===== config.mk =====
export PLATFORM = sky130hd
export DESIGN_NAME = pkt_slave_fifo
export DESIGN_NICKNAME = d
export VERILOG_FILES = /design/src/rtl/pkt_fifo_pkg.sv /design/src/rtl/pfs_lane_store.sv /design/src/rtl/pfs_lane_ctrl.sv /design/src/rtl/pkt_slave_fifo.sv
export SDC_FILE = /design/constraint.sdc
export NUM_CORES = 2
export LEC_CHECK = 0
export BUFFER_PORTS_ARGS = -buffer_cell sky130_fd_sc_hd__buf_2
export CORE_ASPECT_RATIO = 1.5
export CORE_UTILIZATION = 35
export DETAILED_ROUTE_END_ITERATION = 8
export GPL_TIMING_DRIVEN = 0
export PLACE_DENSITY = 0.56
export SETUP_SLACK_MARGIN = 0.1
export SLEW_MARGIN = 15
export SYNTH_ARGS = -nofsm -noshare
export SYNTH_HDL_FRONTEND = slang
export SYNTH_SLANG_ARGS = --single-unit
export TNS_END_PERCENT = 1

===== constraint.sdc =====
create_clock -name clk -period 14.8 [get_ports clk]
set_input_delay 0.74 -clock clk [delete_from_list [all_inputs] [get_ports clk]]
set_output_delay 0.74 -clock clk [all_outputs]
set_load 0.1 [all_outputs]

===== src/rtl/pkt_fifo_pkg.sv =====
package pkt_fifo_pkg;

    // Per-lane packet assembly state
    typedef enum logic {
        PKT_IDLE = 1'b0,   // no uncommitted words held
        PKT_OPEN = 1'b1    // at least one uncommitted word held
    } pkt_state_e;

endpackage


===== src/rtl/pfs_lane_store.sv =====
module pfs_lane_store #(
    parameter int DW    = 16,
    parameter int DEPTH = 16
) (
    input  logic                          clk,
    input  logic                          rst_n,
    input  logic                          push,
    input  logic [DW-1:0]                 push_data,
    input  logic                          pop,
    output logic [DW-1:0]                 head_data,
    output logic [$clog2(DEPTH+1)-1:0]    fill
);
    localparam int AW = (DEPTH > 1) ? $clog2(DEPTH) : 1;
    localparam int CW = $clog2(DEPTH+1);

    logic [DW-1:0] mem [DEPTH];
    logic [AW-1:0] wp_q, rp_q;

    function automatic logic [AW-1:0] bump(input logic [AW-1:0] p);
        return (p == AW'(DEPTH-1)) ? '0 : p + AW'(1);
    endfunction

    always_ff @(posedge clk) begin
        if (push) mem[wp_q] <= push_data;
    end

    always_ff @(posedge clk or negedge rst_n) begin
        if (!rst_n) begin
            wp_q <= '0;
            rp_q <= '0;
            fill <= '0;
        end else begin
            if (push) wp_q <= bump(wp_q);
            if (pop)  rp_q <= bump(rp_q);
            fill <= fill + CW'(push) - CW'(pop);
        end
    end

    assign head_data = mem[rp_q];

endmodule


===== src/rtl/pfs_lane_ctrl.sv =====
module pfs_lane_ctrl
    import pkt_fifo_pkg::*;
#(
    parameter int DEPTH    = 16,
    parameter int LQ_DEPTH = 16
) (
    input  logic                          clk,
    input  logic                          rst_n,
    input  logic                          wr_hit,
    input  logic                          end_hit,
    input  logic                          word_req,
    input  logic                          pkt_req,
    input  logic                          auto_en,
    input  logic [$clog2(DEPTH+1)-1:0]    auto_len,
    input  logic [$clog2(DEPTH+1)-1:0]    store_fill,
    output logic                          wr_ok,
    output logic                          word_ok,
    output logic                          full,
    output logic                          words_ready,
    output logic                          pkt_avail,
    output logic [$clog2(DEPTH+1)-1:0]    pkt_len,
    output logic                          err
);
    localparam int CW  = $clog2(DEPTH+1);
    localparam int QAW = (LQ_DEPTH > 1) ? $clog2(LQ_DEPTH) : 1;
    localparam int QCW = $clog2(LQ_DEPTH+1);

    pkt_state_e       state_q, state_d;
    logic [CW-1:0]    open_q, ready_q, next_open;
    logic [CW-1:0]    len_mem [LQ_DEPTH];
    logic [QAW-1:0]   lq_wp, lq_rp;
    logic [QCW-1:0]   lq_cnt;
    logic             auto_fire, man_fire, commit, pkt_ok, zero_len;

    function automatic logic [QAW-1:0] qbump(input logic [QAW-1:0] p);
        return (p == QAW'(LQ_DEPTH-1)) ? '0 : p + QAW'(1);
    endfunction

    assign full      = (store_fill == CW'(DEPTH)) || (lq_cnt == QCW'(LQ_DEPTH));
    assign wr_ok     = wr_hit && !full;
    assign word_ok   = word_req && (ready_q != '0);
    assign pkt_ok    = pkt_req && (lq_cnt != '0);
    assign next_open = open_q + CW'(wr_ok);
    assign auto_fire = auto_en && wr_ok && (auto_len != '0) && (next_open >= auto_len);
    assign man_fire  = end_hit && (lq_cnt != QCW'(LQ_DEPTH));
    assign commit    = auto_fire || man_fire;

    // Next-state logic
    always_comb begin
        state_d = state_q;
        unique case (state_q)
            PKT_IDLE: if (wr_ok && !commit) state_d = PKT_OPEN;
            PKT_OPEN: if (commit)           state_d = PKT_IDLE;
        endcase
    end

    // Output decode: a manual close from idle with no word is empty
    always_comb begin
        zero_len = 1'b0;
        unique case (state_q)
            PKT_IDLE: zero_len = man_fire && !wr_ok;
            PKT_OPEN: zero_len = 1'b0;
        endcase
    end

    // State register
    always_ff @(posedge clk or negedge rst_n) begin
        if (!rst_n) state_q <= PKT_IDLE;
        else        state_q <= state_d;
    end

    always_ff @(posedge clk or negedge rst_n) begin
        if (!rst_n) begin
            open_q  <= '0;
            ready_q <= '0;
            err     <= 1'b0;
            lq_wp   <= '0;
            lq_rp   <= '0;
            lq_cnt  <= '0;
        end else begin
            open_q  <= commit ? '0 : next_open;
            ready_q <= ready_q + (commit ? next_open : '0) - CW'(word_ok);
            if (zero_len) err <= 1'b1;
            if (commit)   lq_wp <= qbump(lq_wp);
            if (pkt_ok)   lq_rp <= qbump(lq_rp);
            lq_cnt <= lq_cnt + QCW'(commit) - QCW'(pkt_ok);
        end
    end

    always_ff @(posedge clk) begin
        if (commit) len_mem[lq_wp] <= next_open;
    end

    assign words_ready = (ready_q != '0);
    assign pkt_avail   = (lq_cnt != '0);
    assign pkt_len     = len_mem[lq_rp];

endmodule


===== src/rtl/pkt_slave_fifo.sv =====
module pkt_slave_fifo #(
    parameter int NUM_FIFO = 4,
    parameter int DEPTH    = 16,
    parameter int DW       = 16,
    parameter int LQ_DEPTH = 16,
    localparam int SW      = (NUM_FIFO > 1) ? $clog2(NUM_FIFO) : 1,
    localparam int CW      = $clog2(DEPTH+1)
) (
    input  logic                 clk,
    input  logic                 rst_n,
    input  logic                 cs_n,
    input  logic                 wr_n,
    input  logic [SW-1:0]        wr_sel,
    input  logic [DW-1:0]        wr_data,
    input  logic                 pkt_end_n,
    input  logic                 auto_en,
    input  logic [CW-1:0]        auto_len,
    output logic [NUM_FIFO-1:0]  fifo_full,
    output logic [NUM_FIFO-1:0]  fifo_empty,
    input  logic [SW-1:0]        rd_sel,
    input  logic                 word_pop,
    output logic [DW-1:0]        rd_data,
    output logic                 rd_valid,
    input  logic                 pkt_pop,
    output logic                 pkt_avail,
    output logic [CW-1:0]        pkt_len,
    output logic [NUM_FIFO-1:0]  zero_pkt_err
);
    logic [DW-1:0]       lane_head  [NUM_FIFO];
    logic [CW-1:0]       lane_len   [NUM_FIFO];
    logic [NUM_FIFO-1:0] lane_ready, lane_pkt;

    logic strobe;
    assign strobe = !cs_n && !wr_n;

    for (genvar g = 0; g < NUM_FIFO; g++) begin : g_lane
        logic          hit, wr_ok, word_ok;
        logic [CW-1:0] fill;

        assign hit = (wr_sel == SW'(g));

        pfs_lane_ctrl #(.DEPTH(DEPTH), .LQ_DEPTH(LQ_DEPTH)) u_ctrl (
            .clk         (clk),
            .rst_n       (rst_n),
            .wr_hit      (strobe && hit),
            .end_hit     (!pkt_end_n && hit),
            .word_req    (word_pop && (rd_sel == SW'(g))),
            .pkt_req     (pkt_pop && (rd_sel == SW'(g))),
            .auto_en     (auto_en),
            .auto_len    (auto_len),
            .store_fill  (fill),
            .wr_ok       (wr_ok),
            .word_ok     (word_ok),
            .full        (fifo_full[g]),
            .words_ready (lane_ready[g]),
            .pkt_avail   (lane_pkt[g]),
            .pkt_len     (lane_len[g]),
            .err         (zero_pkt_err[g])
        );

        pfs_lane_store #(.DW(DW), .DEPTH(DEPTH)) u_store (
            .clk       (clk),
            .rst_n     (rst_n),
            .push      (wr_ok),
            .push_data (wr_data),
            .pop       (word_ok),
            .head_data (lane_head[g]),
            .fill      (fill)
        );

        assign fifo_empty[g] = (fill == '0);
    end

    assign rd_data   = lane_head[rd_sel];
    assign rd_valid  = lane_ready[rd_sel];
    assign pkt_avail = lane_pkt[rd_sel];
    assign pkt_len   = lane_len[rd_sel];

endmodule


; Yosys cells after proc, flatten, opt, wreduce, memory -nomap -nowiden
; Memories as Yosys holds them, arrays and structs flattened.
; Cells that the tools add are included.
[word_totals]
regBits = 152
latch_bits = 0
ram_bits = 1344
rom_bits = 0
in_bits = 33
out_inout_bits = 35
word_cells = 294
n_memories = 8
[mem_list]
columns = memory, depth, width, read_ports, rd_clocked_by_memory_dff, wr, line
row1 = g_lane[0].u_store.mem, 16, 16, 1, 0, 1, pfs_lane_store.sv:16  ; logic [DW-1:0] mem [DEPTH];
row2 = g_lane[1].u_store.mem, 16, 16, 1, 0, 1, pfs_lane_store.sv:16
row3 = g_lane[2].u_store.mem, 16, 16, 1, 0, 1, pfs_lane_store.sv:16
row4 = g_lane[3].u_store.mem, 16, 16, 1, 0, 1, pfs_lane_store.sv:16
row5 = g_lane[0].u_ctrl.len_mem, 16, 5, 1, 0, 1, pfs_lane_ctrl.sv:30  ; logic [CW-1:0] len_mem [LQ_DEPTH];
row6 = g_lane[1].u_ctrl.len_mem, 16, 5, 1, 0, 1, pfs_lane_ctrl.sv:30
row7 = 2 more memories, --, --, --, --, --, --
[classes]
add_sub_neg = 44
mul = 0
div_mod_pow = 0
magnitude_cmp = 6
eq_ne = 34
n_shift = 0
muxes = 66
bitwise_logic = 5
n_reduce_logical = 91
[op_table]
columns = operator, n
row1 = "4-bit by 1-bit adder with 4-bit output, second input constant", 16
row2 = "4-bit equality test, second input constant", 16
row3 = 4-bit 2-to-1 mux, 16
row4 = 5-bit by 1-bit adder with 5-bit output, 12
row5 = 5-bit by 1-bit subtractor with 5-bit output, 12
row6 = 1-bit logical AND, 53
row7 = 5-bit 2-to-1 mux, 10
row8 = 5-bit nonzero test, 9
row9 = "5-bit equality test, second input constant", 8
row10 = 16-bit binary-select mux with 2-bit select, 1
row11 = 16-bit 2-to-1 mux, 2
row12 = 1-bit 2-to-1 mux, 26
row13 = 5-bit adder, 4
row14 = 5-bit >= comparator, 4
row15 = 5-bit logical NOT, 4
row16 = "5-bit != test, second input constant", 4
row17 = 1-bit one-hot mux with 2 select lines, 8
row18 = 1-bit logical NOT, 15
row19 = 5-bit binary-select mux with 2-bit select, 1
row20 = "2-bit equality test, second input constant", 4
row21 = 1-bit logical OR, 8
row22 = 1-bit binary-select mux with 2-bit select, 2
row23 = "2-bit by 1-bit equality test with 1-bit output, second input constant", 2
row24 = 2-bit logical NOT, 2
row25 = 4 further kinds, 7

; Logic depth before layout (Yosys ltp)
[logic_depth]
ltp_word = 12
mapped_depth = 26
mapped_depth_nobuf = 24

; By module
; A second synthesis with hierarchy kept.
[hier_totals]
cells_unflattened = 3390
hier_area_um2 = 62535.0
[modules_own_cells]
columns = module, instances, cells_each, area_per_inst_um2, seq_area_each_um2
row1 = pfs_lane_store (g_lane[0].u_store ...), 2, 524, 10652.7, 8012.7
row2 = pfs_lane_ctrl (g_lane[0].u_ctrl ...), 3, 310, 4789.6, 3027.9
row3 = pfs_lane_store (g_lane[3].u_store), 1, 521, 10666.5, 8012.7
row4 = pfs_lane_store (g_lane[2].u_store), 1, 521, 10626.4, 8012.7
row5 = pfs_lane_ctrl (g_lane[1].u_ctrl), 1, 314, 4837.1, 3027.9
row6 = pkt_slave_fifo, 1, 56, 730.7, 0.0

; Worst setup path after synthesis
; No wires, ideal clock.
[synth_timing]
path_kind = input-to-reg
from = input port wr_sel[0]
to = register g_lane[2].u_ctrl.ready_q[4]
setup_time_ps = 125
t_arrival_ps = 5057
t_required_ps = 14675
path_slack_ps = 9618
stages = 22
path_buffers = 3
path_cell_list = nor3_1 -> and3b_1 -> buf_2 -> clkbuf_1 -> ha_1 -> ha_1 -> xor2_1 -> ha_1 -> a21o_1 -> a31oi_1 -> o21ai_0 -> a31oi_4 -> inv_2 -> clkbuf_1 -> nand2_1 -> ha_1 -> inv_1 -> fa_1 -> a21o_1 -> a21oi_1 -> xnor2_1 -> xnor2_1
[synth_between]
elab_chain_cells = 10
elab_cells_between_ends = 14
cone_classes = add/sub (3) / order compare (1) / eq/ne (1) / mux (1) / reduce/logical (8)
[synth_lines]
columns = element, line
row1 = start: declaration, pkt_slave_fifo.sv:13  ; input logic [SW-1:0] wr_sel,
row2 = 2-bit equality test, pkt_slave_fifo.sv:40  ; assign hit = (wr_sel == SW'(g));
row3 = 1-bit logical AND, pkt_slave_fifo.sv:45  ; .wr_hit (strobe && hit),
row4 = 1-bit logical AND, pfs_lane_ctrl.sv:40  ; assign wr_ok = wr_hit && !full;
row5 = named net g_lane[2].u_ctrl.wr_ok, pfs_lane_ctrl.sv:16  ; output logic wr_ok,
row6 = 5-bit by 1-bit adder with 5-bit output, pfs_lane_ctrl.sv:43  ; assign next_open = open_q + CW'(wr_ok);
row7 = named net g_lane[2].u_ctrl.next_open[2], pfs_lane_ctrl.sv:29  ; logic [CW-1:0] open_q, ready_q, next_open;
row8 = 5-bit >= comparator, pfs_lane_ctrl.sv:44  ; assign auto_fire = auto_en && wr_ok && (auto_len != '0) && (next_open >= auto_len);
row9 = 1-bit logical AND, pfs_lane_ctrl.sv:44
row10 = 1-bit logical OR, pfs_lane_ctrl.sv:46  ; assign commit = auto_fire || man_fire;
row11 = named net g_lane[2].u_ctrl.commit, pfs_lane_ctrl.sv:33  ; logic auto_fire, man_fire, commit, pkt_ok, zero_len;
row12 = 5-bit 2-to-1 mux, pfs_lane_ctrl.sv:82  ; ready_q <= ready_q + (commit ? next_open : '0) - CW'(word_ok);
row13 = 5-bit adder, pfs_lane_ctrl.sv:82
row14 = 5-bit by 1-bit subtractor with 5-bit output, pfs_lane_ctrl.sv:82
row15 = end signal: assignment, pfs_lane_ctrl.sv:82
row16 = end: declaration, pfs_lane_ctrl.sv:29
; The timed path passes the listed nets, and every way through them passes these cells.
; A chain may end at the register's enable or synchronous reset.

; Final worst setup path
[layout_timing]
from = register g_lane[2].u_ctrl.lq_cnt[2]
to = register g_lane[2].u_ctrl.ready_q[4]
[layout_between]
elab_chain_cells = 11
elab_cells_between_ends = 15
cone_classes = add/sub (3) / order compare (1) / eq/ne (2) / mux (1) / reduce/logical (8)
[layout_lines]
columns = element, line
row1 = start: declaration, pfs_lane_ctrl.sv:32  ; logic [QCW-1:0] lq_cnt;
row2 = start signal: assignment, pfs_lane_ctrl.sv:86  ; lq_cnt <= lq_cnt + QCW'(commit) - QCW'(pkt_ok);
row3 = 5-bit equality test, pfs_lane_ctrl.sv:39  ; assign full = (store_fill == CW'(DEPTH)) || (lq_cnt == QCW'(LQ_DEPTH));
row4 = 1-bit logical OR, pfs_lane_ctrl.sv:39
row5 = 1-bit logical NOT, pfs_lane_ctrl.sv:40
row6 = 1-bit logical AND, pfs_lane_ctrl.sv:40
row7 = named net g_lane[2].u_ctrl.wr_ok, pfs_lane_ctrl.sv:16
row8 = 5-bit by 1-bit adder with 5-bit output, pfs_lane_ctrl.sv:43
row9 = named net g_lane[2].u_ctrl.next_open[4], pfs_lane_ctrl.sv:29
row10 = 5-bit >= comparator, pfs_lane_ctrl.sv:44
row11 = 1-bit logical AND, pfs_lane_ctrl.sv:44
row12 = 1-bit logical OR, pfs_lane_ctrl.sv:46
row13 = named net g_lane[2].u_ctrl.commit, pfs_lane_ctrl.sv:33
row14 = 5-bit 2-to-1 mux, pfs_lane_ctrl.sv:82
row15 = 5-bit adder, pfs_lane_ctrl.sv:82
row16 = 5-bit by 1-bit subtractor with 5-bit output, pfs_lane_ctrl.sv:82
; The timed path passes the listed nets, and every way through them passes these cells.

==> key figures <==
Timing
  – Final Critical Period: 6.66 ns
  – Post-route clock period utilization: 0.450
  – Setup TNS: 0 ns
  – Fmax: 150 MHz
  – Final Hold Viols: 0
  – Final Max Slew Viols: 0
  – Final setup fails: 0
  – Final clock skew: 0.0276 ns
  – Max-slew headroom: 0.141
  – Worst Tran Pin Value: 1.29 ns
  – RSZ-0062 raised after global routing: false

Logic synthesis
  – Post-synthesis cell count: 3420
  – Largest family of logic cells by synthesized area: multiplexers
  – Complex-gate fraction of the synthesized area: 0.0390
  – Synthesized cell area: 61400 um2
  – Fraction of post-synthesis cell area in the top cell type by area: 0.657
  – #FFs+latches synth: 1496
  – Portion of netlist area occupied by mux cells: 0.125
  – Synthesized area per cell: 18.0 um2
  – Yosys warnings: 0
  – Synth Net Count: 3613
  – Most common cell in the netlist: edfxtp_1
  – Synth area leaders: edfxtp_1 66%, mux4_2 9.0%, dfrtp_1 6.2%
  – Synth Area in Simple Gates: 0.0483
  – Xor/xnor share of the synthesized area: 0.0113
  – Main synth FF type: edfxtp_1
  – Ys async rst share: 0.102
  – Synth area leader: edfxtp_1
  – Synth cell count leaders: 1344 x edfxtp_1, 244 x mux4_2, 196 x mux2i_1
  – Post-synthesis adder-cell area fraction: 0.0341
  – Cell variety after synth: 65
  – Post-synth EDFFs: 1344
  – Post-synthesis sequential area ratio: 0.719

GRT
  – Largest net degree at the start of global routing: 80
  – Antenna violations before repair: 5
  – Total congestion overflow: 0
  – All-Layer GR Usage: 0.180
  – Global-route wire length before repair: 229000 um
  – Vias in the first global route: 32900

Hold path
  – Hold Crit Class: input port to register

Place
  – Detail Placement HPWL: 110000 um
  – Routability cong.: 0.864
  – IO Port Bufs: 67

Setup path
  – Largest stage delay, worst path: 0.76 ns
  – Worst path buffer plus inverter count: 7
  – Crit-path most repeated cell: ha_1
  – CP Max Fanout: 17
  – Data required time of the worst path: 15.50 ns
  – CP Capture Type: register
  – WS Path Type: register to register
  – Crit path launch type: register
  – Slowest cell on the critical path: clkbuf_1
  – Arrival @ worst endpoint: 7.37 ns
  – CP top delay family: buffers and inverters

Final layout
  – Multi-input logic area: 16000 um2
  – # diodes: 0
  – Area Overhead vs Synth: 14.7%
  – Layout cells sized above 1: 0.203
  – Final design utilization: 0.406
  – Layout fillers: 15600
  – Storage cell area: 44200 um2
  – # nets final: 3896

Power and ir drop
  – Power Dens Cells: 183 nW/um2
  – Total power draw: 12900 uW
  – Leakage power: 0.0245 uW
  – Peak supply drop: 0.166 mV

Clocking
  – Setup bufs post-CTS: 0
  – TritonCTS clock tree: done
  – Total clock sinks: 1496
  – Clock Path Buffers: 3
  – Clk_lat worst skew: 0.79 ns
  – H-tree depth: 4
  – Root buf cell: clkbuf_16
  – Cts bufs inserted: 151
  – CTS clk-pin slew, worst paths: 0.06 ns

Floorplanning
  – Die height: 515 um
  – Die width: 344 um
  – Ports: 68
  – FP Rows: 187
  – DIE AREA: 177000 um2
  – CORE AREA: 174000 um2
  – Effective utilization at floorplan: 0.354

Routing
  – Antenna-violating nets left: 0
  – Router iterations before antenna repair: 7
  – Vias per cell: 5.24
  – WL/cell: 26.1 um
  – Routed wire length: 159000 um
  – Initial DRC Count: 2089
  – DRC viols: 0
  – Via count: 31900

Run
  – Max-capacitance violation count: 0

Run status
  – Status: complete, no violations
==> worst paths after layout <==
path,start,endpoint,slack [ns],cells after the start
max reg2reg,g_lane[2].u_ctrl.lq_cnt[2]$_DFF_PN0_,g_lane[2].u_ctrl.ready_q[4]$_DFF_PN0_,8.14,26
min reg2reg,g_lane[0].u_ctrl.err$_DFFE_PN0P_,g_lane[0].u_ctrl.err$_DFFE_PN0P_,0.46,1
min in group asynchronous,rst_n,g_lane[2].u_ctrl.lq_wp[0]$_DFFE_PN0P_,0.50,2
max in group asynchronous,rst_n,g_lane[0].u_store.rp_q[2]$_DFFE_PN0P_,13.29,3
min,wr_data[8],g_lane[0].u_store.mem[15][8]$_DFFE_PP_,0.36,1
max,g_lane[2].u_ctrl.lq_cnt[2]$_DFF_PN0_,g_lane[2].u_ctrl.ready_q[4]$_DFF_PN0_,8.14,26
==> state kept, by name (all words and copies together) (netlist names) <==
signal	flops
g_lane.u_ctrl.err	4
g_lane.u_ctrl.len_mem	320
g_lane.u_ctrl.lq_cnt	20
g_lane.u_ctrl.lq_rp	16
g_lane.u_ctrl.lq_wp	16
g_lane.u_ctrl.open_q	20
g_lane.u_ctrl.ready_q	20
g_lane.u_ctrl.state_q	4
g_lane.u_store.fill	20
g_lane.u_store.mem	1024
g_lane.u_store.rp_q	16
g_lane.u_store.wp_q	16
==> power by group <==
part | internal (uW) | leakage (uW) | total [uW] | switching, uW
logic | 1510 | 0.00808 | 4100 | 2600
clock network | 2100 | 0.00234 | 3750 | 1650
registers | 4890 | 0.0141 | 5050 | 165
==> cell type report <==
class / count / area share
Buffer: 161 / 0.0121
Clock inverter: 78 / 0.0102
Inverter: 152 / 0.00810
Sequential cell: 1496 / 0.627
Clock buffer: 203 / 0.0580
Tap cell: 2268 / 0.0403
Multi-Input combinational cell: 1611 / 0.228
Timing Repair Buffer: 130 / 0.0165
==> metal layers <==
metal  vias up  global-route usage  part of all wire
li1      14100                   -                 -
met1     16700               0.207              0.38
met2       860               0.327              0.53
met3       257              0.0256             0.044
met4         0              0.0845             0.049
met5         -                   0                 0
==> worst reg2reg max path, stage by stage (launching register included) <==
cell       delay, ns
dfrtp_1         0.36
inv_1           0.06
ha_1            0.21
nand4bb_1       0.26
nand2_1         0.12
and3b_1         0.21
buf_2           0.31
clkbuf_1        0.77
ha_1            0.31
ha_1            0.21
nand3_1         0.11
xor2_1          0.23
inv_1           0.32
ha_1            0.41
nand2_1         0.05
o21ai_0         0.28
a31oi_4         0.24
inv_2           0.17
clkbuf_1        0.43
nand2_1         0.11
ha_1            0.30
inv_1           0.06
fa_1            0.41
a21o_1          0.17
a21oi_1         0.17
xnor2_1         0.15
xnor2_1         0.14
==> timing repair <==
item,4_1_cts,5_1_grt
hold endpoints to repair,77,0
hold buffers,1,0
resized for setup,0,0
==> logic make-up (layout without fill, tap and decap cells) <==
kind of cell,count (synthesis),count (layout)
AND/OR/NAND/NOR,569,569
multiplexers,458,458
buffers and inverters,313,724
adder cells (fa/ha/maj),160,160
AO/OA/AOI/OAI,345,345
XOR/XNOR,79,79
flip-flops,1496,1496
==> layout by cell type (no fill, tap or decap), drive strengths merged, types with 66 or more instances in the layout <==
cell type	n
mux2i	196
nand2	106
and2	66
buf	245
a22oi	143
mux4	244
nor2	108
nand3	88
clkbuf	248
inv	164
ha	148
dfrtp	152
edfxtp	1344
==> through the flow <==
stage / hold WS, ns / cell area, um2 / instances / setup slack [ns]
floorplan: 0.429 / 61400 / 3420 / 9.62
global placement: 0.443 / 64600 / 5755 / 7.62
detailed placement: 0.449 / 65600 / 5817 / 7.88
CTS: 0.300 / 70400 / 6099 / 8.03
global route: 0.335 / 70400 / 6099 / 7.67
finish: 0.364 / 70400 / 6099 / 8.14
No activity file was read; power rests on OpenSTA's default activity.
